## src/rtl/pwm_pkg.sv

```systemverilog
package pwm_pkg;

  // Default counter width for the generator.
  parameter int unsigned PWM_CNT_W_DEF = 8;

  // Operation chosen by the counter next-state logic each cycle.
  typedef enum logic [1:0] {
    CNT_HOLD = 2'd0,  // parked at zero (period of zero captured)
    CNT_LOAD = 2'd1,  // wrap: reload with period minus one
    CNT_DEC  = 2'd2   // normal decrement
  } pwm_cnt_op_e;

endpackage

```

## src/rtl/pwm_rst_sync.sv

```systemverilog
module pwm_rst_sync (
  input  logic clk,
  input  logic rst_n,
  output logic run_n
);

  logic [1:0] stage_q;

  always_ff @(posedge clk or negedge rst_n) begin
    if (!rst_n) begin
      stage_q <= 2'b00;
    end else begin
      stage_q <= {stage_q[0], 1'b1};
    end
  end

  assign run_n = stage_q[1];

endmodule

```

## src/rtl/pwm_cfg_hold.sv

```systemverilog
module pwm_cfg_hold #(
  parameter int unsigned CNT_W = pwm_pkg::PWM_CNT_W_DEF
) (
  input  logic             clk,
  input  logic             run_n,
  input  logic             load_en,
  input  logic [CNT_W-1:0] period_in,
  input  logic [CNT_W-1:0] width_in,
  output logic [CNT_W-1:0] per_d,
  output logic [CNT_W-1:0] wid_d,
  output logic [CNT_W-1:0] per_q,
  output logic [CNT_W-1:0] wid_q
);

  // Next-state: take the new configuration only at a wrap.
  always_comb begin
    per_d = per_q;
    wid_d = wid_q;
    if (load_en) begin
      per_d = period_in;
      wid_d = width_in;
    end
  end

  always_ff @(posedge clk or negedge run_n) begin
    if (!run_n) begin
      per_q <= '0;
      wid_q <= '0;
    end else if (load_en) begin
      per_q <= per_d;
      wid_q <= wid_d;
    end
  end

endmodule

```

## src/rtl/pwm_down_counter.sv

```systemverilog
module pwm_down_counter #(
  parameter int unsigned CNT_W = pwm_pkg::PWM_CNT_W_DEF
) (
  input  logic             clk,
  input  logic             run_n,
  input  logic [CNT_W-1:0] period_in,
  output logic             load_en,
  output logic [CNT_W-1:0] cnt_d,
  output logic [CNT_W-1:0] cnt_q
);

  import pwm_pkg::*;

  localparam logic [CNT_W-1:0] ONE  = CNT_W'(1);
  localparam logic [CNT_W-1:0] ZERO = '0;

  pwm_cnt_op_e op;

  assign load_en = (cnt_q == ZERO);

  always_comb begin
    if (load_en) begin
      op = (period_in == ZERO) ? CNT_HOLD : CNT_LOAD;
    end else begin
      op = CNT_DEC;
    end
  end

  always_comb begin
    unique case (op)
      CNT_LOAD: cnt_d = period_in - ONE;
      CNT_DEC:  cnt_d = cnt_q - ONE;
      default:  cnt_d = cnt_q;
    endcase
  end

  always_ff @(posedge clk or negedge run_n) begin
    if (!run_n) begin
      cnt_q <= '0;
    end else begin
      cnt_q <= cnt_d;
    end
  end

endmodule

```

## src/rtl/pwm_pulse_stage.sv

```systemverilog
module pwm_pulse_stage #(
  parameter int unsigned CNT_W = pwm_pkg::PWM_CNT_W_DEF
) (
  input  logic             clk,
  input  logic             run_n,
  input  logic [CNT_W-1:0] cnt_d,
  input  logic [CNT_W-1:0] per_d,
  input  logic [CNT_W-1:0] wid_d,
  output logic             pulse_q
);

  logic fits_d;
  logic tail_d;
  logic pulse_d;

  // Evaluated on next-state values so the registered pulse lines up with
  // the registered counter in the same cycle.
  always_comb begin
    fits_d  = (wid_d <= per_d);
    tail_d  = (cnt_d < wid_d);
    pulse_d = fits_d & tail_d;
  end

  always_ff @(posedge clk or negedge run_n) begin
    if (!run_n) begin
      pulse_q <= 1'b0;
    end else begin
      pulse_q <= pulse_d;
    end
  end

endmodule

```

## src/rtl/pwm_downcount_gen.sv

```systemverilog
module pwm_downcount_gen #(
  parameter int unsigned CNT_W = pwm_pkg::PWM_CNT_W_DEF
) (
  input  logic             clk,
  input  logic             rst_n,
  input  logic [CNT_W-1:0] period,
  input  logic [CNT_W-1:0] width,
  output logic             pulse,
  output logic [CNT_W-1:0] counter
);

  logic             run_n;
  logic             load_en;
  logic [CNT_W-1:0] cnt_d;
  logic [CNT_W-1:0] cnt_q;
  logic [CNT_W-1:0] per_d;
  logic [CNT_W-1:0] wid_d;
  logic [CNT_W-1:0] act_period;
  logic [CNT_W-1:0] act_width;
  logic             pulse_q;

  pwm_rst_sync u_rst (
    .clk   (clk),
    .rst_n (rst_n),
    .run_n (run_n)
  );

  pwm_down_counter #(.CNT_W(CNT_W)) u_cnt (
    .clk       (clk),
    .run_n     (run_n),
    .period_in (period),
    .load_en   (load_en),
    .cnt_d     (cnt_d),
    .cnt_q     (cnt_q)
  );

  pwm_cfg_hold #(.CNT_W(CNT_W)) u_cfg (
    .clk       (clk),
    .run_n     (run_n),
    .load_en   (load_en),
    .period_in (period),
    .width_in  (width),
    .per_d     (per_d),
    .wid_d     (wid_d),
    .per_q     (act_period),
    .wid_q     (act_width)
  );

  pwm_pulse_stage #(.CNT_W(CNT_W)) u_pulse (
    .clk     (clk),
    .run_n   (run_n),
    .cnt_d   (cnt_d),
    .per_d   (per_d),
    .wid_d   (wid_d),
    .pulse_q (pulse_q)
  );

  assign pulse   = pulse_q;
  assign counter = cnt_q;

endmodule

```

## config.mk

```make
export PLATFORM = sky130hd
export DESIGN_NAME = pwm_downcount_gen
export DESIGN_NICKNAME = d
export VERILOG_FILES = /design/src/rtl/pwm_pkg.sv /design/src/rtl/pwm_rst_sync.sv /design/src/rtl/pwm_cfg_hold.sv /design/src/rtl/pwm_down_counter.sv /design/src/rtl/pwm_pulse_stage.sv /design/src/rtl/pwm_downcount_gen.sv
export SDC_FILE = /design/constraint.sdc
export NUM_CORES = 1
export LEC_CHECK = 0
export BUFFER_PORTS_ARGS = -buffer_cell sky130_fd_sc_hd__buf_2
export CAP_MARGIN = 25
export CORE_UTILIZATION = 50
export DETAILED_ROUTE_END_ITERATION = 8
export MAX_ROUTING_LAYER = met4
export PLACE_DENSITY = 0.77
export SLEW_MARGIN = 40
export SYNTH_ARGS = -nofsm -noshare
export SYNTH_HDL_FRONTEND = slang
export SYNTH_SLANG_ARGS = --single-unit
```

## constraint.sdc

```tcl
create_clock -name clk -period 0.9 [get_ports clk]
set_input_delay 0 -clock clk [delete_from_list [all_inputs] [get_ports clk]]
set_output_delay 0 -clock clk [all_outputs]
set_load 0.02 [all_outputs]
```

After elaboration in Yosys (flattened, before gate mapping)

Cells that the tools add are included.

Register bits: 27
Input bits: 18
Output and inout bits: 9

Bitwise gates (word level): 1
Equality and inequality tests: 2
Magnitude comparators: 2
Add/sub/neg operators: 2
Mux-type cells: 5
Reductions and logical operators: 2

Operators by type and width:

| operator                                                               | count |
|---|---|
| 8-bit logical NOT                                                      | 2 |
| 8-bit 2-to-1 mux                                                       | 2 |
| 8-bit case mux with 2 select lines                                     | 1 |
| 8-bit by 1-bit subtractor with 8-bit output (second input constant)    | 2 |
| 8-bit <= comparator                                                    | 1 |
| 8-bit < comparator                                                     | 1 |
| 2-bit by 1-bit equality test with 1-bit output (second input constant) | 1 |
| 2-bit equality test (second input constant)                            | 1 |
| 2-bit 2-to-1 mux                                                       | 1 |
| 1-bit bitwise AND                                                      | 1 |
| 1-bit 2-to-1 mux                                                       | 1 |

Depth between registers and ports, before layout

Gate-level depths: netlist of the first run.

Depth after elaboration: 7
Depth in mapped cells: 15
Mapped depth without buffers: 13

Hierarchy

A second synthesis of the first run with hierarchy kept.

Cells, all modules: 170
Area total of the unflattened synthesis: 1,944.4 um2

Modules (own cells, without submodules):

| module           | cells each | seq. area each (um2) | times used | area each (um2) |
|---|---|---|---|---|
| pwm_cfg_hold     | 52         | 400.4                | 1          | 944.7 |
| pwm_down_counter | 61         | 200.2                | 1          | 543.0 |
| pwm_pulse_stage  | 54         | 25.0                 | 1          | 402.9 |
| pwm_rst_sync     | 3          | 50.0                 | 1          | 53.8 |

Worst setup path before layout of the first run

Ideal clock, no wire load.

Kind: flip-flop to flip-flop
Start: reg u_cnt.cnt_q[6]
End: reg u_pulse.pulse_q
Cell stages (with the launch flop): 16
Period minus slack after synthesis: 3,057 ps
Data arrival time: 2,923 ps
Required time: 766 ps
Buffers on the path: 2
Setup time: 134 ps
Setup slack: -2,157 ps
Cell sequence: dfrtp_1 > nor4_2 > and2_1 > buf_2 > buf_2 > a21oi_1 > ha_1 > nor2b_1 > nor2b_1 > o21ai_0 > o211ai_1 > o21ai_0 > ha_1 > nand4_1 > a2111oi_0 > nor3_1

Longest elaborated chain between the ends: 6
Elaborated cells on any way between the ends: 11
Those cells by class: add/sub (1); order compare (2); eq/ne (2); mux (4); bitwise (1); reduce/logical (1)

Ends and longest elaborated chain:

| element                                                                                      | RTL line                | text |
|---|---|---|
| start, declared                                                                              | pwm_down_counter.sv:9   | `output logic [CNT_W-1:0] cnt_q` |
| start signal, assigned                                                                       | pwm_down_counter.sv:41  | `cnt_q <= cnt_d;` |
| 8-bit logical NOT (*)                                                                        | pwm_down_counter.sv:19  | `assign load_en = (cnt_q == ZERO);` |
| 2-bit 2-to-1 mux (*)                                                                         | pwm_down_counter.sv:22  | `if (load_en) begin` |
| 2-bit equality test / 2-bit by 1-bit equality test with 1-bit output (equally long branches) | pwm_down_counter.sv:30  | `unique case (op)` |
| 8-bit case mux with 2 select lines (*)                                                       | pwm_down_counter.sv:30  |  |
| named net cnt_d[4]                                                                           | pwm_downcount_gen.sv:14 | `logic [CNT_W-1:0] cnt_d;` |
| 8-bit < comparator (*)                                                                       | pwm_pulse_stage.sv:20   | `tail_d = (cnt_d < wid_d);` |
| 1-bit bitwise AND (*)                                                                        | pwm_pulse_stage.sv:21   | `pulse_d = fits_d & tail_d;` |
| named net u_pulse.pulse_d                                                                    | pwm_pulse_stage.sv:14   | `logic pulse_d;` |
| end signal, assigned                                                                         | pwm_pulse_stage.sv:28   | `pulse_q <= pulse_d;` |
| end, declared                                                                                | pwm_pulse_stage.sv:9    | `output logic pulse_q` |

Mark *: on every way through the listed nets, which the timed path passes. The rest lies on a longest branch.
A chain may end at the register's enable or synchronous reset.

Worst setup path in the final report of the first run

Start: reg u_cnt.cnt_q[4]
End: reg u_pulse.pulse_q

Longest elaborated chain between the ends: 6
Elaborated cells on any way between the ends: 11
Those cells by class: add/sub (1); order compare (2); eq/ne (2); mux (4); bitwise (1); reduce/logical (1)

Ends and longest elaborated chain:

| element                                                                             | RTL line |
|---|---|
| branches (longest 3 deep; another with 8-bit by 1-bit subtractor with 8-bit output) | -- |
| 8-bit case mux with 2 select lines (*)                                              | pwm_down_counter.sv:30 |
| named net cnt_d[6]                                                                  | pwm_downcount_gen.sv:14 |
| 8-bit < comparator (*)                                                              | pwm_pulse_stage.sv:20 |
| 1-bit bitwise AND (*)                                                               | pwm_pulse_stage.sv:21 |
| named net u_pulse.pulse_d                                                           | pwm_pulse_stage.sv:14 |

Mark *: on every way through the listed nets, which the timed path passes.

==> flow_metrics.tcl, run 1 <==
set metrics [dict create \
    first_global_vias 1968 \
    tritoncts.num_buffers 3 \
    pre_cts_ws_ns -1.81 \
    net_switching_power_figure_mw 5.25 \
    final.hold.worst_slack_ns -0.161 \
    power_density_nw_per_um2 3680 \
    non_filler_instance_count_after_layout 342 \
    top_signal_layer_used "met4" \
    area_growth_syn_to_layout_pct 79.2 \
    yosys_most_used_dff "sky130_fd_sc_hd__dfrtp_1" \
    netlist_instances 204 \
    layout_commonest_cell "sky130_fd_sc_hd__buf_4" \
    timing.critical_path.arrival_ns 3.16 \
    clock-skew-final_ns 0.0122 \
    worst_path_max_fanout 5 \
    synth.top_cells.by_area "sky130_fd_sc_hd__dfrtp_1 41%, sky130_fd_sc_hd__nand2_1 15%, sky130_fd_sc_hd__ha_1 12%, sky130_fd_sc_hd__a21oi_1 4.2%, sky130_fd_sc_hd__o21ai_0 3.6%" \
    detail_route.wirelength.met1_um 2840 \
    p_leak_nw 1.46 \
    drive_above_1_share_pct 56.7 \
    grtUsageTotal_pct 37.8 \
    final.period_utilization_pct 320 \
    synth_top_area_share_pct 40.5 \
    postPlaceCellArea_sq_um 2340 \
    max_slew.worst_pin.slew_ns 0.582 \
    share_comb_of_total_power_pct 73.8 \
    dr_wl_met3_um 1190 \
    synth_area_per_cell_sq_um 8.17 \
    worstSetupPathType "reg2reg" \
    timing.rr.end "u_pulse.pulse_q" \
    dieArea_sq_um 3570 \
    cts_root_buffer "sky130_fd_sc_hd__clkbuf_4" \
    synthesized_nets 238 \
    cts_tree "yes" \
    synth_cell_types 35 \
    buffer_ports.inserted 26 \
    netlist_area_sq_um 1670 \
    cts.path.max_buffers 2 \
    cts.htree.levels 1 \
    detailedPlacementHpwl_um 3430 \
    num_vias 2322 \
    hp-class "in2reg" \
    power.share.sequential_pct 20.7 \
    fp.coreArea_sq_um 3100 \
    r2r-start "u_cnt.cnt_q[4]" \
    slew_headroom_pct 61.1 \
    detail_route.vias_per_cell 6.79 \
    detail_route.first_pass.iterations 8 \
    maxCapViolCount 0 \
    floorplan.rows 20 \
    die_h_um 59.7 \
    wire_length_of_the_first_global_routing_pass_um 9320 \
    initial_core_util_pct 53.7 \
    yosys_register_bits 27 \
    p_clk_share_pct 5.6 \
    ir_worst_vdd_v 0.00254 \
    power.share.switching_pct 47.7 \
    layout_common_cells "36 x sky130_fd_sc_hd__buf_4, 35 x sky130_fd_sc_hd__buf_6, 32 x sky130_fd_sc_hd__nand2_1" \
    fin_tns_setup_ns -24.82 \
    drcViolationCount 0 \
    hold_viol 8 \
    period_minus_slack_ns 2.88 \
    report.final.setup_viol 34 \
    worstRegToRegCells 11 \
    grt_overflow 0 \
    final_nets 333 \
    worst_ep_required_time_ns 1.18 \
    rsz0062_at_grt "yes" \
    synth_seq_area_share_pct 40.5 \
    holdBufCountCts 2 \
    crit_end "u_pulse.pulse_q" \
    report.final.slew_viol_count 0 \
    worst_setup_path_end_kind "flip-flop" \
    yosys_top_cell_by_area "sky130_fd_sc_hd__dfrtp_1" \
    globalplace.congestion 0.910 \
    status "finished with violations" \
    achievable-frequency_mhz 348 \
    antenna_found_initial 0 \
    synth_edf_count 0 \
    stdcell_area_sq_um 2990 \
    internal_power_mw 5.75 \
    post_drt_wl_per_cell_um 26.0 \
    clkSinkCount 27 \
    routed_wirelength_um 8890 \
    cp-start-kind "flip-flop" \
    detailroute.wirelength.met2_um 3830 \
    failing_checks "hold timing, setup timing" \
    ff2ff_setup_slack_ns -1.98 \
    grt_max_degree 26 \
    start_point_of_the_critical_path "u_cnt.cnt_q[4]" \
    synth-warning-count 0 \
    worstSkewPairLatency_ns 0.38 \
    floorplan.io_pins 27 \
    dieWidth_um 59.7 \
    clkTransAtPathRegs_ns 0.16 \
    first_iter_violations 288 \
    asyncSetResetFlopFracSynth_pct 100 \
    final_antenna_net_count 0 \
    cell_count_post_placement 323 \
    final_critical_path_setup_slack_ns -1.98 \
    n_antenna_cell 0 \
]
## worst min path at each step
stage	startpoint	end	slack, ns	cells after the start
global placement	rst_n	u_rst.stage_q[0]	-0.21	1
CTS	width[3]	u_cfg.wid_q[3]	-0.15	3
finish	width[7]	u_cfg.wid_q[7]	-0.16	3
floorplan	rst_n	u_rst.stage_q[0]	-0.30	0
global route	width[7]	u_cfg.wid_q[7]	-0.16	3
detailed placement	rst_n	u_rst.stage_q[0]	-0.21	1
## critical path, cell delays in order (launching register included)
cell and delay (ns):
sky130_fd_sc_hd__dfrtp_2 0.48, sky130_fd_sc_hd__nor4_4 0.39, sky130_fd_sc_hd__and2_4 0.26, sky130_fd_sc_hd__a21oi_4 0.08, sky130_fd_sc_hd__ha_4 0.18, sky130_fd_sc_hd__nor2b_4 0.15
sky130_fd_sc_hd__nand3_1 0.18, sky130_fd_sc_hd__o221ai_4 0.16, sky130_fd_sc_hd__ha_1 0.34, sky130_fd_sc_hd__nand4_1 0.23, sky130_fd_sc_hd__a2111oi_4 0.29, sky130_fd_sc_hd__nor3_2 0.07
## cells by family after synthesis
kind of cell             count (synthesis)  share of synthesized area (%)
AND/OR/NAND/NOR                         98                           26.7
adder cells (fa/ha/maj)                 16                           12.0
AO/OA/AOI/OAI                           39                           14.6
other                                    1                          0.225
flip-flops                              27                           40.5
buffers and inverters                   23                           5.93
## per-stage QoR
stage	total power, mW	hold slack (ns)	utilization (%)
floorplan	5.15	-0.296	-
global route	11.4	-0.161	96.3
detailed placement	7.24	-0.213	75.3
CTS	8.88	-0.155	86.9
global placement	7.01	-0.214	75.3
finish	11.0	-0.161	96.3
## flip-flops by register name, summed over array words and instances, names as in the netlist
register and flops:
u_cfg.per_q 8, u_cnt.cnt_q 8, u_cfg.wid_q 8, u_pulse.pulse_q 1
u_rst.stage_q 2
## routing by layer
metal / up-vias / global-route usage [%]
met5: - / -
met4: 0 / 21.3
met3: 115 / 6.93
met2: 260 / 62.9
met1: 1057 / 42.6
li1: 890 / -
## power by group through the flow
stage	combinational [mW]	sequential, mW	clock (mW)
6_report	8.12	2.28	0.611
5_1_grt	8.45	2.30	0.655
4_1_cts	6.15	2.15	0.581
3_5_place_dp	5.15	2.09	0
3_3_place_gp	4.94	2.07	0
2_1_floorplan	2.67	2.49	0
## synth_stat cells, types with 2 or more instances
library cell / number
sky130_fd_sc_hd__buf_2: 4
sky130_fd_sc_hd__a21o_1: 2
sky130_fd_sc_hd__ha_1: 16
sky130_fd_sc_hd__nor3_1: 8
sky130_fd_sc_hd__nor2b_1: 3
sky130_fd_sc_hd__clkbuf_1: 2
sky130_fd_sc_hd__nand3_1: 2
sky130_fd_sc_hd__dfrtp_1: 27
sky130_fd_sc_hd__a21oi_1: 14
sky130_fd_sc_hd__inv_1: 16
sky130_fd_sc_hd__nand2_1: 65
sky130_fd_sc_hd__nand4_1: 3
sky130_fd_sc_hd__nor2_1: 5
sky130_fd_sc_hd__o21ai_0: 12
sky130_fd_sc_hd__nor4_1: 3
sky130_fd_sc_hd__or3_1: 2
sky130_fd_sc_hd__o211ai_1: 2
## area by class of cell
class / count / area [sq um]
clock buffer: 4 / 26.3
fill: 67 / 116
inverter: 16 / 60.1
multi-input combinational: 154 / 1250
sequential: 27 / 686
tap: 44 / 55.1
timing repair buffer: 97 / 907
## repair_timing
action | in CTS | in global routing
endpoints found under the hold margin | 11 | 8
pin swaps | 14 | 25
resized for setup | 64 | 67
setup endpoints to repair | 34 | 34
gates cloned | 1 | 1
setup buffers | 7 | 13
Note: power is estimated with default switching activity, not from simulation.
==> run 2: changes to the inputs <==
--- a/config.mk
+++ b/config.mk
@@ -9,6 +9,7 @@
 export CAP_MARGIN = 25
 export CORE_UTILIZATION = 50
 export DETAILED_ROUTE_END_ITERATION = 8
+export GPL_TIMING_DRIVEN = 0
 export MAX_ROUTING_LAYER = met4
 export PLACE_DENSITY = 0.77
 export SLEW_MARGIN = 40
==> flow_metrics.tcl, run 2 (same netlist as run 1, synthesis figures left out) <==
set metrics [dict create \
    net_switching_power_figure_mw 4.25 \
    fp.coreArea_sq_um 3100 \
    num_vias 1935 \
    maxCapViolCount 0 \
    fill_cells 165 \
    timing.critical_path.arrival_ns 3.07 \
    power_density_nw_per_um2 3540 \
    globalplace.congestion 0.863 \
    status "finished with violations" \
    post_drt_wl_per_cell_um 19.4 \
    routed_wirelength_um 6140 \
    final_nets 307 \
    worst_ep_required_time_ns 1.17 \
    cts.htree.levels 1 \
    dieWidth_um 59.7 \
    report.final.slew_viol_count 0 \
    fin_tns_setup_ns -22.36 \
    cpPeakStageDelay_ns 0.47 \
    layout_commonest_cell "sky130_fd_sc_hd__nand2_1" \
    ordered_cell_list_for_the_critical_path "nor4_4 -> and2_4 -> buf_8 -> a21oi_4 -> ha_4 -> nor2b_4 -> nor2b_4 -> o21ai_1 -> o211ai_1 -> o21ai_2 -> ha_1 -> nand4_1 -> o221ai_2 -> nor3_2" \
    hold_viol 11 \
    critical-path-slowest-cell "sky130_fd_sc_hd__dfrtp_2" \
    internal_power_mw 5.13 \
    n_antenna_cell 0 \
    failing_checks "hold timing, setup timing" \
    p_clk_share_pct 6.0 \
    buffer_ports.inserted 24 \
    max_slew.worst_pin.slew_ns 0.568 \
    grt_max_degree 26 \
    final.hold.worst_slack_ns -0.148 \
    report.final.setup_viol 33 \
    first_global_vias 1737 \
    slew_headroom_pct 62.2 \
    power.share.switching_pct 45.3 \
    clkTransAtPathRegs_ns 0.16 \
    worstSkewPairLatency_ns 0.34 \
    cts_tree "yes" \
    floorplan.rows 20 \
    grt_overflow 0 \
    p_leak_nw 1.27 \
    drive_above_1_share_pct 48.9 \
    detail_route.vias_per_cell 6.12 \
    crit_path_frequent_cell "sky130_fd_sc_hd__nor2b_4" \
    worst_path_max_fanout 5 \
    wire_length_of_the_first_global_routing_pass_um 7850 \
    worst_setup_path_end_kind "flip-flop" \
    tritoncts.num_buffers 3 \
    layout_common_cells "40 x sky130_fd_sc_hd__nand2_1, 31 x sky130_fd_sc_hd__buf_6, 23 x sky130_fd_sc_hd__nand2_2" \
    largest_registers "u_cfg.per_q (8), u_cfg.wid_q (8), u_cnt.cnt_q (8)" \
    antenna_found_initial 0 \
    final_critical_path_setup_slack_ns -1.90 \
    cts.path.max_buffers 2 \
    detailedPlacementHpwl_um 2830 \
    period_minus_slack_ns 2.80 \
    drcViolationCount 0 \
    floorplan.io_pins 27 \
    cp_top_family "simple AND/OR/NAND/NOR gates" \
    area_growth_syn_to_layout_pct 59.2 \
    clkSinkCount 27 \
    detail_route.first_pass.iterations 5 \
    die_h_um 59.7 \
    first_iter_violations 178 \
    achievable-frequency_mhz 357 \
    worstSetupPathType "reg2reg" \
    dieArea_sq_um 3570 \
    ir_worst_vdd_v 0.00207 \
    grtUsageTotal_pct 31.4 \
    final_antenna_net_count 0 \
    timing.critical_path.buf_inv 1 \
    holdBufCountCts 2 \
    hp-class "in2reg" \
    share_comb_of_total_power_pct 70.2 \
    cp-start-kind "flip-flop" \
    cts_root_buffer "sky130_fd_sc_hd__clkbuf_4" \
    initial_core_util_pct 53.7 \
    clock-skew-final_ns 0.00881 \
    rsz0062_at_grt "yes" \
    power.share.sequential_pct 23.8 \
    final.period_utilization_pct 312 \
]
run 2: final timing paths:
path / startpoint / endpoint / depth (start not counted) / slack (ns)
worst min-delay path: width[7] / u_cfg.wid_q[7] / 3 / -0.15
worst max register to register: u_cnt.cnt_q[4] / u_pulse.pulse_q / 14 / -1.90
worst min register to register: u_rst.stage_q[1] / u_cfg.per_q[7] / 0 / 0.27
worst max-delay path: u_cnt.cnt_q[4] / u_pulse.pulse_q / 14 / -1.90
max in group asynchronous: u_rst.stage_q[1] / u_cnt.cnt_q[3] / 0 / 0.21
min in group asynchronous: u_rst.stage_q[1] / u_cfg.per_q[7] / 0 / 0.27
run 2: through the flow:
step / std cells / cell area (sq um) / utilization [%] / total power [mW] / worst slack (ns)
after floorplan: 204 / 1790 / - / 5.15 / -1.79
after global placement: 272 / 1970 / 63.3 / 5.99 / -2.06
after detailed placement: 272 / 1970 / 63.4 / 6.12 / -2.09
after CTS: 304 / 2430 / 78.3 / 8.02 / -1.90
after global routing: 316 / 2650 / 85.5 / 9.99 / -2.00
final: 316 / 2650 / 85.5 / 9.39 / -1.90
run 2: what timing repair did:
item,in CTS,in global routing
endpoints found under the hold margin,18,16
gates resized for setup,59,36
setup endpoints to repair,33,34
pin swaps,16,19
setup buffers,27,15
run 2: layout make-up:
class / instances / area [sq um] / area share (%)
multi-input combinational: 154 / 1160 / 43.9
buffer: 6 / 75.1 / 2.83
timing repair buffer: 65 / 581 / 21.9
clock inverter: 1 / 7.51 / 0.283
sequential: 27 / 687 / 25.9
tap: 44 / 55.1 / 2.08
inverter: 16 / 60.1 / 2.26
clock buffer: 3 / 22.5 / 0.849
run 2: layer usage:
| layer | share of wire, % | global-route usage, % | up-vias |
|---|---|---|---|
| li1 | - | - | 842 |
| met3 | 8.5 | 6.28 | 51 |
| met1 | 39 | 36.3 | 876 |
| met4 | 7.3 | 17.6 | 0 |
| met2 | 45 | 50.8 | 166 |
| met5 | 0 | - | - |
run 2: power groups by stage:
stage	Combinational [mW]	Sequential, mW	Clock, mW
finish	6.59	2.23	0.566
global route	7.08	2.27	0.641
CTS	5.28	2.16	0.572
detailed placement	3.79	2.33	0
global placement	3.69	2.31	0
floorplan	2.67	2.49	0
run 2: worst min-delay path, stage by stage:
cell and delay, ns:
sky130_fd_sc_hd__buf_2 0.08, sky130_fd_sc_hd__nand2_2 0.04, sky130_fd_sc_hd__nand2_1 0.05
